==> src/rtl/memwait_pkg.sv <==
// Shared region indices and cartridge cost tables for the access timer.
package memwait_pkg;

    localparam int NREG = 6;   // number of decoded regions
    localparam int NWIN = 4;   // cartridge windows, picked by address bits 26:25
    localparam int CART_W = 5; // width of a cartridge cost (max 18)

    typedef enum int {
        RG_LOW   = 0,
        RG_ERAM  = 1,
        RG_FAST  = 2,
        RG_VIDEO = 3,
        RG_CART  = 4,
        RG_UNMAP = 5
    } region_e;

    // Non-sequential cartridge cost selected by a 2-bit field.
    function automatic logic [CART_W-1:0] nseq_cost(input logic [1:0] fld);
        case (fld)
            2'd0:    return CART_W'(5);
            2'd1:    return CART_W'(4);
            2'd2:    return CART_W'(3);
            default: return CART_W'(9);
        endcase
    endfunction

    // Slow sequential cartridge cost of a window whose fast bit is clear.
    function automatic logic [CART_W-1:0] seq_slow_cost(input int win);
        case (win)
            0:       return CART_W'(3);
            1:       return CART_W'(5);
            default: return CART_W'(9);
        endcase
    endfunction

endpackage

==> src/rtl/memwait_decode.sv <==
// Region decoder: maps a 32-bit address onto a one-hot region vector.
// Assumes the region layout fixed by address bits 31:24.
module memwait_decode
    import memwait_pkg::*;
(
    input  logic [31:0]     addr,
    output logic [NREG-1:0] sel
);

    // Pick exactly one region from the top address byte.
    always_comb begin
        sel = '0;
        if (addr[31:28] != 4'h0) begin
            sel[RG_UNMAP] = 1'b1;
        end else begin
            case (addr[27:24])
                4'h0, 4'h1:       sel[RG_LOW]   = 1'b1;
                4'h2:             sel[RG_ERAM]  = 1'b1;
                4'h3, 4'h4, 4'h7: sel[RG_FAST]  = 1'b1;
                4'h5, 4'h6:       sel[RG_VIDEO] = 1'b1;
                default:          sel[RG_CART]  = 1'b1;
            endcase
        end
    end

endmodule

==> src/rtl/memwait_cart.sv <==
// Cartridge cost unit: per-window first-transfer and sequential costs,
// 128 KB burst restart and the extra half for a 32-bit access.
// Assumes the address is already known to be in cartridge space.
module memwait_cart
    import memwait_pkg::*;
(
    input  logic [31:0]       addr,
    input  logic              word,
    input  logic              seq,
    input  logic [2*NWIN-1:0] nseq_cfg,
    input  logic [NWIN-2:0]   seqfast_cfg,
    output logic [CART_W-1:0] cost
);

    logic [CART_W-1:0] n_cost [NWIN];
    logic [CART_W-1:0] s_cost [NWIN];

    // Per-window cost pair built from that window's own fields.
    for (genvar w = 0; w < NWIN; w++) begin : g_win
        assign n_cost[w] = nseq_cost(nseq_cfg[2*w +: 2]);
        if (w == NWIN - 1) begin : g_last
            assign s_cost[w] = n_cost[w];
        end else begin : g_fast
            assign s_cost[w] = seqfast_cfg[w] ? CART_W'(2) : seq_slow_cost(w);
        end
    end

    logic [1:0]        win;
    logic              restart;
    logic [CART_W-1:0] first;

    // First transfer cost, then the second half of a 32-bit access.
    always_comb begin
        win     = addr[26:25];
        restart = (addr[16:1] == 16'h0000);
        first   = (seq && !restart) ? s_cost[win] : n_cost[win];
        cost    = first + (word ? s_cost[win] : CART_W'(0));
    end

endmodule

==> src/rtl/memwait_cnt.sv <==
// Countdown: loads a clock count and holds busy for that many cycles,
// raising ready in the last. Assumes a loaded count is never zero.
module memwait_cnt #(
    parameter int CNT_W = 6
) (
    input  logic             clk,
    input  logic             rst_n,
    input  logic             load,
    input  logic [CNT_W-1:0] total,
    output logic             busy,
    output logic             ready
);

    logic [CNT_W-1:0] rem;

    assign ready = busy && (rem == CNT_W'(1));

    // Load on accept, otherwise step down until the final clock.
    always_ff @(posedge clk) begin
        if (!rst_n) begin
            busy <= 1'b0;
            rem  <= '0;
        end else if (load) begin
            busy <= 1'b1;
            rem  <= total;
        end else if (busy) begin
            if (rem == CNT_W'(1)) busy <= 1'b0;
            else                  rem  <= rem - CNT_W'(1);
        end
    end

    p_step_r9: assert property (@(posedge clk) disable iff (!rst_n)
        busy && !ready |=> busy && (rem == $past(rem) - CNT_W'(1)));

    p_ready_end_r9: assert property (@(posedge clk) disable iff (!rst_n)
        ready && !load |=> !busy);

endmodule

==> src/rtl/memwait_timer.sv <==
// Memory region access timer: decodes the region, computes the clock cost
// of one access from the sampled wait configuration, latches both on an
// accepted strobe and counts the access down. A strobe is accepted when
// idle or in the ready cycle; configuration is sampled only then.
module memwait_timer
    import memwait_pkg::*;
#(
    parameter int ERAM_W = 4,
    parameter int CNT_W  = $clog2((2 << ERAM_W) + 1)
) (
    input  logic              clk,
    input  logic              rst_n,
    input  logic              acc_strobe,
    input  logic [31:0]       acc_addr,
    input  logic              acc_word,
    input  logic              acc_seq,
    input  logic [ERAM_W-1:0] cfg_eram_wait,
    input  logic [2*NWIN-1:0] cfg_cart_nseq,
    input  logic [NWIN-2:0]   cfg_cart_seqfast,
    output logic [CNT_W-1:0]  cyc_count,
    output logic [NREG-1:0]   region_sel,
    output logic              busy,
    output logic              ready
);

    logic [NREG-1:0]   dec_sel;
    logic [CART_W-1:0] cart_cost;
    logic [ERAM_W:0]   eram_base;
    logic [CNT_W-1:0]  total;
    logic              accept;

    memwait_decode u_dec (
        .addr (acc_addr),
        .sel  (dec_sel)
    );

    memwait_cart u_cart (
        .addr        (acc_addr),
        .word        (acc_word),
        .seq         (acc_seq),
        .nseq_cfg    (cfg_cart_nseq),
        .seqfast_cfg (cfg_cart_seqfast),
        .cost        (cart_cost)
    );

    // Cost of the presented access from its region.
    always_comb begin
        eram_base = (ERAM_W+1)'(1 << ERAM_W) - {1'b0, cfg_eram_wait};
        if (dec_sel[RG_ERAM])
            total = acc_word ? CNT_W'({eram_base, 1'b0}) : CNT_W'(eram_base);
        else if (dec_sel[RG_VIDEO])
            total = acc_word ? CNT_W'(2) : CNT_W'(1);
        else if (dec_sel[RG_CART])
            total = CNT_W'(cart_cost);
        else
            total = CNT_W'(1);
    end

    assign accept = acc_strobe && (!busy || ready);

    // Latch count and region of an accepted access.
    always_ff @(posedge clk) begin
        if (!rst_n) begin
            cyc_count  <= '0;
            region_sel <= '0;
        end else if (accept) begin
            cyc_count  <= total;
            region_sel <= dec_sel;
        end
    end

    memwait_cnt #(.CNT_W(CNT_W)) u_cnt (
        .clk   (clk),
        .rst_n (rst_n),
        .load  (accept),
        .total (total),
        .busy  (busy),
        .ready (ready)
    );

    p_hold_r10: assert property (@(posedge clk) disable iff (!rst_n)
        busy && !ready |=> $stable(cyc_count) && $stable(region_sel));

    p_onehot_r8: assert property (@(posedge clk) disable iff (!rst_n)
        busy |-> $onehot(region_sel));

    p_eram_range_r2: assert property (@(posedge clk) disable iff (!rst_n)
        accept && dec_sel[RG_ERAM] |=> (cyc_count != '0)
            && (cyc_count <= CNT_W'(2 << ERAM_W)));

    p_cart_range_r7: assert property (@(posedge clk) disable iff (!rst_n)
        accept && dec_sel[RG_CART] |=> (cyc_count >= CNT_W'(2))
            && (cyc_count <= CNT_W'(18)));

endmodule

==> config.mk <==
export PLATFORM = sky130hd
export DESIGN_NAME = memwait_timer
export DESIGN_NICKNAME = d
export VERILOG_FILES = /design/src/rtl/memwait_pkg.sv /design/src/rtl/memwait_decode.sv /design/src/rtl/memwait_cart.sv /design/src/rtl/memwait_cnt.sv /design/src/rtl/memwait_timer.sv
export SDC_FILE = /design/constraint.sdc
export NUM_CORES = 1
export LEC_CHECK = 0
export ABC_AREA = 1
export BUFFER_PORTS_ARGS = -buffer_cell sky130_fd_sc_hd__buf_2
export CAP_MARGIN = 30
export CORE_ASPECT_RATIO = 0.9
export CORE_MARGIN = 4
export CORE_UTILIZATION = 35
export CTS_CLUSTER_SIZE = 28
export DETAILED_ROUTE_END_ITERATION = 8
export MAX_ROUTING_LAYER = met4
export PLACE_DENSITY = 0.62
export SETUP_SLACK_MARGIN = 0.15
export SLEW_MARGIN = 20
export SYNTH_ARGS = -nofsm -noshare
export SYNTH_HDL_FRONTEND = slang
export SYNTH_SLANG_ARGS = --single-unit
==> constraint.sdc <==
create_clock -name clk -period 2 [get_ports clk]
set_input_delay 0 -clock clk [delete_from_list [all_inputs] [get_ports clk]]
set_output_delay 0 -clock clk [all_outputs]
set_load 0.02 [all_outputs]
==> summary.md, run 1 <==
The critical path contains buffers and inverters numbering 3 combined. The run finished with clean final reports. The average wire per standard cell was 10.8 um; the portion of the post-synthesis area used by sequential elements was 0.240. The worst slew margin relative to its limit came out at 0.727.

Wires add up to 4100 um. The Yosys step of the flow raised 0 warnings. The total power density per cell area is 512 nW/um^2, and the minimum period implied by the final worst setup slack is 1.74 ns. Relative contribution of the clock network to total power: 0.252. The area overhead of the layout relative to synthesis is 32.6%. The top-area cell type share of the netlist area is 0.240. In this run, distinct cell masters in the synthesized netlist total 35. Synthesis inferred 19 register bits. Clock tree synthesis inserted a total of 3 buffers. Number of top-level pins: 66.

The combinational share of power is 0.358, and the floorplan die area is 5680 um^2. Final worst slack: 0.260 ns. The post-layout utilization of the core came out at 0.497.

In this run the core area contains 22 standard-cell rows. Traced cell by cell, the critical path runs through buf_2 > inv_4 > o21ai_0 > inv_1 > o21ai_2 > a21oi_1 > a21oi_1 > ha_2 > fa_1 > or2_2 > nand3_1 > o21ai_1 > nand2_2 > a21oi_2. The routed layout has 1780 vias. The logs give 1.87 ns for the arrival time at the worst endpoint and 706 uW for the total internal power. Once detail routing completed, the nets flagged for antenna violations numbered 0. The setup check on the worst reg-to-reg path leaves a slack of 0.48 ns. The routability congestion estimate from global placement is 0.805, and the final max-slew violation count is 0.

The instance count of the mapped netlist came out at 250. The slowest stage of the critical path is the sky130_fd_sc_hd__fa_1 cell. The first global-routing pass estimated 6840 um of wire. The run gives 1 as the maximum level of the CTS H-tree. The category of the critical setup timing path was input pin to flip-flop.

The die is 71.9 um tall. The number of antenna cells inserted came out at 0. The post-placement cell count was 376.

Timing analysis after detailed placement gives a worst setup slack of -0.118 ns. The die span in x works out to 79.0 um. IR analysis of the VDD net gives a maximum drop of 0.000194 V.

In the layout the commonest cells are sky130_fd_sc_hd__buf_2, sky130_fd_sc_hd__nand2_1, sky130_fd_sc_hd__inv_1. The switching part of the total power is 0.346. After detailed routing, the number of remaining DRC violations is 0. Buffers placed on the I/O ports in this run total 57.

The later pin in the worst-skew pair is clocked with a latency of 0.26 ns. The clock drives 19 sinks. Dividing the detail-routed via count by the number of cells gives 4.68. Entering global routing, the biggest net connects 16 pins. Yosys attributes the largest share of cell area to sky130_fd_sc_hd__dfxtp_1, sky130_fd_sc_hd__nand2_1, sky130_fd_sc_hd__inv_1. The worst slack on hold paths is 0.0223 ns. In this design, the critical path's most frequently occurring cell is sky130_fd_sc_hd__a21oi_1. Setup repair after global routing left no endpoint under its margin. Adding up every negative setup slack in the final design gives 0 ns. The filler cells instantiated in the layout total 459. The number of antenna violations at the first check in global routing came out at 0. For the number of nets in the synthesized netlist, the log shows 310. STA classifies the critical path startpoint as an input pin. Once detailed placement completed, the half-perimeter wirelength came to 3400 um.

Summing all placed instances gives a cell area of 2020 um^2. The total routing resource utilization after global routing is 0.149, and the cell area after synthesis is 1590 um^2. In this run the mean area of a mapped cell was 6.35 um^2. The run gives 1.08 mW as the power consumption. The net count of the finished layout is 381. The largest single stage delay on the critical path is 0.37 ns.

Post-CTS timing repair inserted 0 buffers for setup. The tools report the number of non-filler instances in the completed layout as 380. The final standard cell area without fillers is 2110 um^2. The maximum clock frequency was 575 MHz; the initial cell density of the core was 0.375. The worst min-delay path category is input pin to flip-flop. For this block, the initial DRC count from the detailed router was 73. For the number of endpoints failing setup at the final stage, the log shows 0.

Among cell families on the critical path, the largest total delay comes from adder cells. The core footprint is 4240 um^2, and the part of the power in registers is 0.390. The tools report the clock tree skew after final layout as 0.00748 ns.

The leakage power figure is 1.09 nW, and the total iterations of the first detailed-routing run is 4. The most common library cell in the layout ignoring fill and taps was sky130_fd_sc_hd__buf_2. The final number of hold-violating endpoints was 0; the maximum fanout along the worst path was 5. Summed over all nets, the switching power comes to 373 uW. TritonCTS built the clock tree.

The worst setup path is captured at a flip-flop. The run gives 2.13 ns as the data required time of the critical path. The pin slew with the least headroom to its limit is 0.409 ns, and the number of global-route vias before repair is 1625. Clock tree synthesis selected as its root buffer the cell sky130_fd_sc_hd__clkbuf_8. The clock passes through at most 2 buffers. The run gives 0 as the total overflow reported by the global router.

Cell type with the largest total area after synthesis: sky130_fd_sc_hd__dfxtp_1. The run gives 0 as the total of max-cap violations. The share of the clock period used by the worst path after layout works out to 0.870. The clock input transition at the sequential cells of the worst setup and hold paths was 0.07 ns. For this design, the CTS-stage hold fixing added 0 buffers. The fraction of layout instances using a drive strength above 1 works out to 0.334.
## path summary, 6_finish.rpt
check	startpoint	endpoint	depth (start not counted)
setup / recovery	acc_addr[26]	u_cnt.rem[2]	14
setup reg to reg	u_cnt.rem[0]	u_cnt.rem[5]	7
hold reg to reg	cyc_count[5]	cyc_count[5]	2
hold / removal	acc_strobe	u_cnt.busy	3
## worst reg2reg max path, stage by stage, from the launching register on
cell and delay, ns:
sky130_fd_sc_hd__dfxtp_1 0.38, sky130_fd_sc_hd__ha_1 0.17, sky130_fd_sc_hd__nand4_2 0.15, sky130_fd_sc_hd__nand2_4 0.13
sky130_fd_sc_hd__nand2_4 0.13, sky130_fd_sc_hd__clkinv_4 0.14, sky130_fd_sc_hd__nand4_1 0.18, sky130_fd_sc_hd__a21oi_1 0.18
## logic make-up (layout without fill, tap and decap cells)
kind of cell	count (synthesis)	after routing	synth area share
adders and majority gates	8	8	0.0678
and+or+nand+nor	122	122	0.357
muxes	2	2	0.0126
buffers and inverters	43	113	0.115
DFF	19	19	0.240
AOI/OAI and AO/OA	52	52	0.186
xor gates and xnor gates	4	4	0.0221
## timing repair
action | 4_1_cts | 5_1_grt
setup endpoints to repair | 0 | 8
endpoints found under the hold margin | 0 | 0
resized for setup | 0 | 20
## power groups by stage
stage	Combinational, mW	Sequential, mW	Clock [mW]
after floorplan	0.233	0.442	0
after global placement	0.372	0.429	0
after detailed placement	0.375	0.429	0
after CTS	0.376	0.420	0.278
after global routing	0.441	0.424	0.292
final	0.387	0.420	0.272
## Yosys cell counts
library cell and n:
sky130_fd_sc_hd__nand4_1 7, sky130_fd_sc_hd__o21ai_1 3, sky130_fd_sc_hd__buf_8 1, sky130_fd_sc_hd__xnor2_1 1, sky130_fd_sc_hd__nand2_4 3, sky130_fd_sc_hd__clkbuf_1 1
sky130_fd_sc_hd__nand2_1 52, sky130_fd_sc_hd__nand3_1 13, sky130_fd_sc_hd__nand3b_1 1, sky130_fd_sc_hd__o21ai_0 21, sky130_fd_sc_hd__dfxtp_1 19, sky130_fd_sc_hd__nand2_2 3
sky130_fd_sc_hd__xor2_1 3, sky130_fd_sc_hd__a22oi_1 1, sky130_fd_sc_hd__inv_1 35, sky130_fd_sc_hd__nor2_2 4, sky130_fd_sc_hd__o211ai_1 2, sky130_fd_sc_hd__inv_4 1
sky130_fd_sc_hd__buf_2 2, sky130_fd_sc_hd__o22ai_1 1, sky130_fd_sc_hd__mux2i_1 2, sky130_fd_sc_hd__inv_2 2, sky130_fd_sc_hd__a21oi_2 2, sky130_fd_sc_hd__o21ai_2 1
sky130_fd_sc_hd__nor3_4 1, sky130_fd_sc_hd__nor3_1 4, sky130_fd_sc_hd__or2_2 2, sky130_fd_sc_hd__nor2_1 31, sky130_fd_sc_hd__fa_1 1, sky130_fd_sc_hd__clkinv_4 1
sky130_fd_sc_hd__ha_1 7, sky130_fd_sc_hd__o311ai_0 1, sky130_fd_sc_hd__a21oi_4 1, sky130_fd_sc_hd__nand4_2 1, sky130_fd_sc_hd__a21oi_1 19
## registers in the layout, summed over array words and instances (netlist names)
register / count
region_sel: 6
u_cnt.rem: 6
u_cnt.busy: 1
cyc_count: 6
## cell type report
class                           instances  area (um^2)  share of cell area
Clock buffer                            4         45.0              0.0214
Inverter                               39          156              0.0743
Multi-Input combinational cell        188         1070               0.506
Sequential cell                        19          380               0.181
Tap cell                               60         75.1              0.0357
Timing Repair Buffer                   70          383               0.182
## per-layer routing
layer	vias up	wire [um]	GRT usage
met5	-	0	-
met4	0	46	0.0458
met3	4	241	0.0199
met2	52	1740	0.233
met1	770	2080	0.202
li1	954	-	-
Note: power is estimated with default switching activity, not from simulation.
==> run 2: changes to the inputs <==
--- a/config.mk
+++ b/config.mk
@@ -6,6 +6,7 @@
 export NUM_CORES = 1
 export LEC_CHECK = 0
 export ABC_AREA = 1
+export ABC_CLOCK_PERIOD_IN_PS = 2000
 export BUFFER_PORTS_ARGS = -buffer_cell sky130_fd_sc_hd__buf_2
 export CAP_MARGIN = 30
 export CORE_ASPECT_RATIO = 0.9
==> constraint.sdc (replaced) <==
create_clock -name clk -period 2 [get_ports clk]
set_input_delay 0.2 -clock clk [delete_from_list [all_inputs] [get_ports clk]]
set_output_delay 0.2 -clock clk [all_outputs]
set_load 0.02 [all_outputs]
==> run 2 against run 1 <==
Register-to-register slack hardly changed. Die area stayed put. Global-route usage is 0.13 points lower. Critical path type unchanged. Largest cell class unchanged.
==> summary.md, run 2 (synthesis results as in run 1) <==
Leaving out fill and tap cells, the most frequent cell in the layout is sky130_fd_sc_hd__buf_2. For the number of global-route vias before repair, the log shows 1675 (+3.1%). The total via count after detailed routing was 1811 (+1.7%).

The relative contribution of the clock network to total power was 0.238 (-0.014); the maximum fanout along the worst path was 8 (+3). Detailed placer's ending HPWL: 3350 um (-1.4%). The count of nets left with antenna violations after detail routing is 0 (unchanged). Clock sink count: 19 (unchanged). The cts-stage hold buffer count came out at 0 (unchanged). The final number of hold-violating endpoints is 0 (unchanged).

The run finished with clean final reports. The number of design-rule violations left by the first detailed-router iteration is 87 (+19%), and the minimum period implied by the final worst setup slack is 1.83 ns (+0.0928 ns). The average wire per standard cell is 10.4 um (-3.5%), and the die outline height is 71.9 um (unchanged). The largest registers in the layout are cyc_count: 6 flops, region_sel: 6 flops, u_cnt.rem: 6 flops.

The logs give 0.382 (-0.008) for the part of the power in registers and 16 (unchanged) for the pin count of the biggest net entering global routing. Setup repair after global routing could not meet its margin everywhere. Number of buffer cells added on primary ports: 57 (unchanged). Leaving out fill and tap cells, the most frequent cells in the layout are sky130_fd_sc_hd__buf_2, sky130_fd_sc_hd__nand2_1, sky130_fd_sc_hd__inv_1. The logs give 0.532 (+0.0351) for the post-layout utilization of the core and 2.03 ns (+0.16 ns) for the arrival time at the worst endpoint.

Data required time of the critical path: 2.19 ns (+0.06 ns). The number of top-level pins is 66 (unchanged). The run gives 389 (+2.1%) as the net total in the final layout.

The worst slew margin relative to its limit came out at 0.728 (about the same). The core footprint was 4240 um^2 (unchanged). The worst min-delay path category is input pin to flip-flop. The logs give 6850 um (+0.20%) for the global-route wire length before repair and 0.00729 ns (-0.000194 ns) for the clock tree skew after final layout. The clock input transition at the sequential cells of the worst setup and hold paths came out at 0.07 ns (about the same). Number of standard-cell rows in the floorplan: 22 (unchanged).

The category of the critical setup timing path is input pin to flip-flop. For the total overflow reported by the global router, the log shows 0 (unchanged). The pin slew with the least headroom to its limit was 0.408 ns (-0.000593 ns). The area overhead of the layout relative to synthesis came out at 42.0%. The fraction of layout instances using a drive strength above 1 is 0.387 (+0.0528).

Maximum clock frequency: 546 MHz (-5.1%). The tools report the leakage power figure as 1.14 nW (+4.5%). The logs give 5680 um^2 (unchanged) for the floorplan die area and 729 uW (+3.3%) for the total internal power. For the buffer depth of the longest clock path, the log shows 2 (unchanged). The final max-slew violation count is 0 (unchanged). The total power density per cell area works out to 489 nW/um^2 (-4.6%). The tools report the maximum resistive drop on vdd as 0.000239 V (+23%). The worst setup path is captured at a flip-flop. The clock root buffer was sky130_fd_sc_hd__clkbuf_8. The routed wire length is 4040 um (-1.5%). The power spent charging and discharging nets was 372 uW (-0.21%); the number of antenna cells inserted was 0 (unchanged). The die span in x came out at 79.0 um (unchanged). The run gives 0 (unchanged) as the number of antenna violations at the first check in global routing. For the number of remaining DRC errors, the log shows 0 (unchanged). For the number of endpoints failing setup at the final stage, the log shows 0 (unchanged). The total of max-cap violations was 0 (unchanged).

The logs give 0.148 (-0.00130) for the total routing resource utilization after global routing and 3 (unchanged) for the number of clock buffers inserted by TritonCTS. The tools report the post-placement worst setup slack as -0.250 ns (-0.132 ns). The via density per instance is 4.67 (-0.36%), and the total iterations of the first detailed-routing run is 4 (unchanged). The tools report the kind of start point of the critical path as an input pin.

The switching part of the total power is 0.338 (-0.00788), and the clock latency at the later pin of the worst-skew pair is 0.25 ns (about the same). The tools report the final worst slack as 0.168 ns (-0.0928 ns). The routability congestion estimate from global placement is 0.839 (+4.3%), and the combinational share of power is 0.380 (+0.022). The tools report the fill cell total of the finished layout as 431 (-6.1%). The tools report the maximum level of the CTS H-tree as 1 (unchanged). TritonCTS built the clock tree.

The run gives 0.375 (unchanged) as the initial cell density of the core. Share of the clock period used by the worst path after layout: 0.916 (+0.0464).
-- run 2: repair_timing --
item	4_1_cts	5_1_grt
gates resized for setup	13	14
pin swaps	10	5
gates cloned	0	0
hold endpoints to repair	0	0
endpoints found under the setup margin	8	10
setup buffers	4	3
-- run 2: path summary, 6_finish.rpt --
check	endpoint	cells after the start	startpoint	slack, ns
worst min register to register	cyc_count[4]	2	cyc_count[4]	0.47
worst max-delay path	u_cnt.rem[1]	14	acc_addr[25]	0.17
worst min-delay path	u_cnt.busy	3	acc_strobe	0.24
worst max register to register	u_cnt.rem[5]	7	u_cnt.rem[0]	0.48
-- run 2: metrics by stage --
step / cell area (um^2) / hold slack, ns / power (mW) / setup TNS (ns) / cells
final: 2250 / 0.236 / 1.10 / 0 / 388
after global placement: 2080 / 0.452 / 0.814 / -1.88 / 377
after global routing: 2250 / 0.259 / 1.18 / 0 / 388
after floorplan: 1640 / 0.336 / 0.685 / 0 / 250
after detailed placement: 2080 / 0.458 / 0.816 / -1.93 / 377
after CTS: 2180 / 0.238 / 1.09 / 0 / 385
-- run 2: final cells by class --
type | count | area (um^2) | area share
inverter | 39 | 158 | 0.0699
timing repair buffer | 78 | 484 | 0.215
sequential | 19 | 380 | 0.169
clock buffer | 4 | 45.0 | 0.0200
multi-input combinational | 188 | 1110 | 0.493
tap | 60 | 75.1 | 0.0333
-- run 2: critical path: stages --
cell	delay, ns
sky130_fd_sc_hd__buf_8	0.10
sky130_fd_sc_hd__buf_12	0.13
sky130_fd_sc_hd__nor3_4	0.14
sky130_fd_sc_hd__o21ai_1	0.09
sky130_fd_sc_hd__o311ai_1	0.10
sky130_fd_sc_hd__a21oi_1	0.12
sky130_fd_sc_hd__ha_2	0.20
sky130_fd_sc_hd__fa_2	0.51
sky130_fd_sc_hd__nand2_1	0.05
sky130_fd_sc_hd__nand2_1	0.06
sky130_fd_sc_hd__nand2_1	0.06
sky130_fd_sc_hd__o21ai_2	0.06
sky130_fd_sc_hd__nand2_2	0.08
sky130_fd_sc_hd__a21oi_2	0.12
-- run 2: routing by layer --
layer | part of all wire | routed length, um | vias up | global-route usage
met3 | 0.049 | 197 | 2 | 0.0161
met1 | 0.51 | 2050 | 793 | 0.202
li1 | - | - | 969 | -
met4 | 0.0096 | 39 | 0 | 0.0344
met5 | 0 | 0 | - | -
met2 | 0.43 | 1750 | 47 | 0.237
-- run 2: power by group through the flow --
| stage | Clock, mW | Combinational, mW | Sequential, mW |
|---|---|---|---|
| final | 0.262 | 0.419 | 0.421 |
| after global routing | 0.284 | 0.473 | 0.425 |
| after CTS | 0.267 | 0.402 | 0.421 |
| after detailed placement | 0 | 0.387 | 0.429 |
| after global placement | 0 | 0.385 | 0.429 |
| after floorplan | 0 | 0.243 | 0.442 |
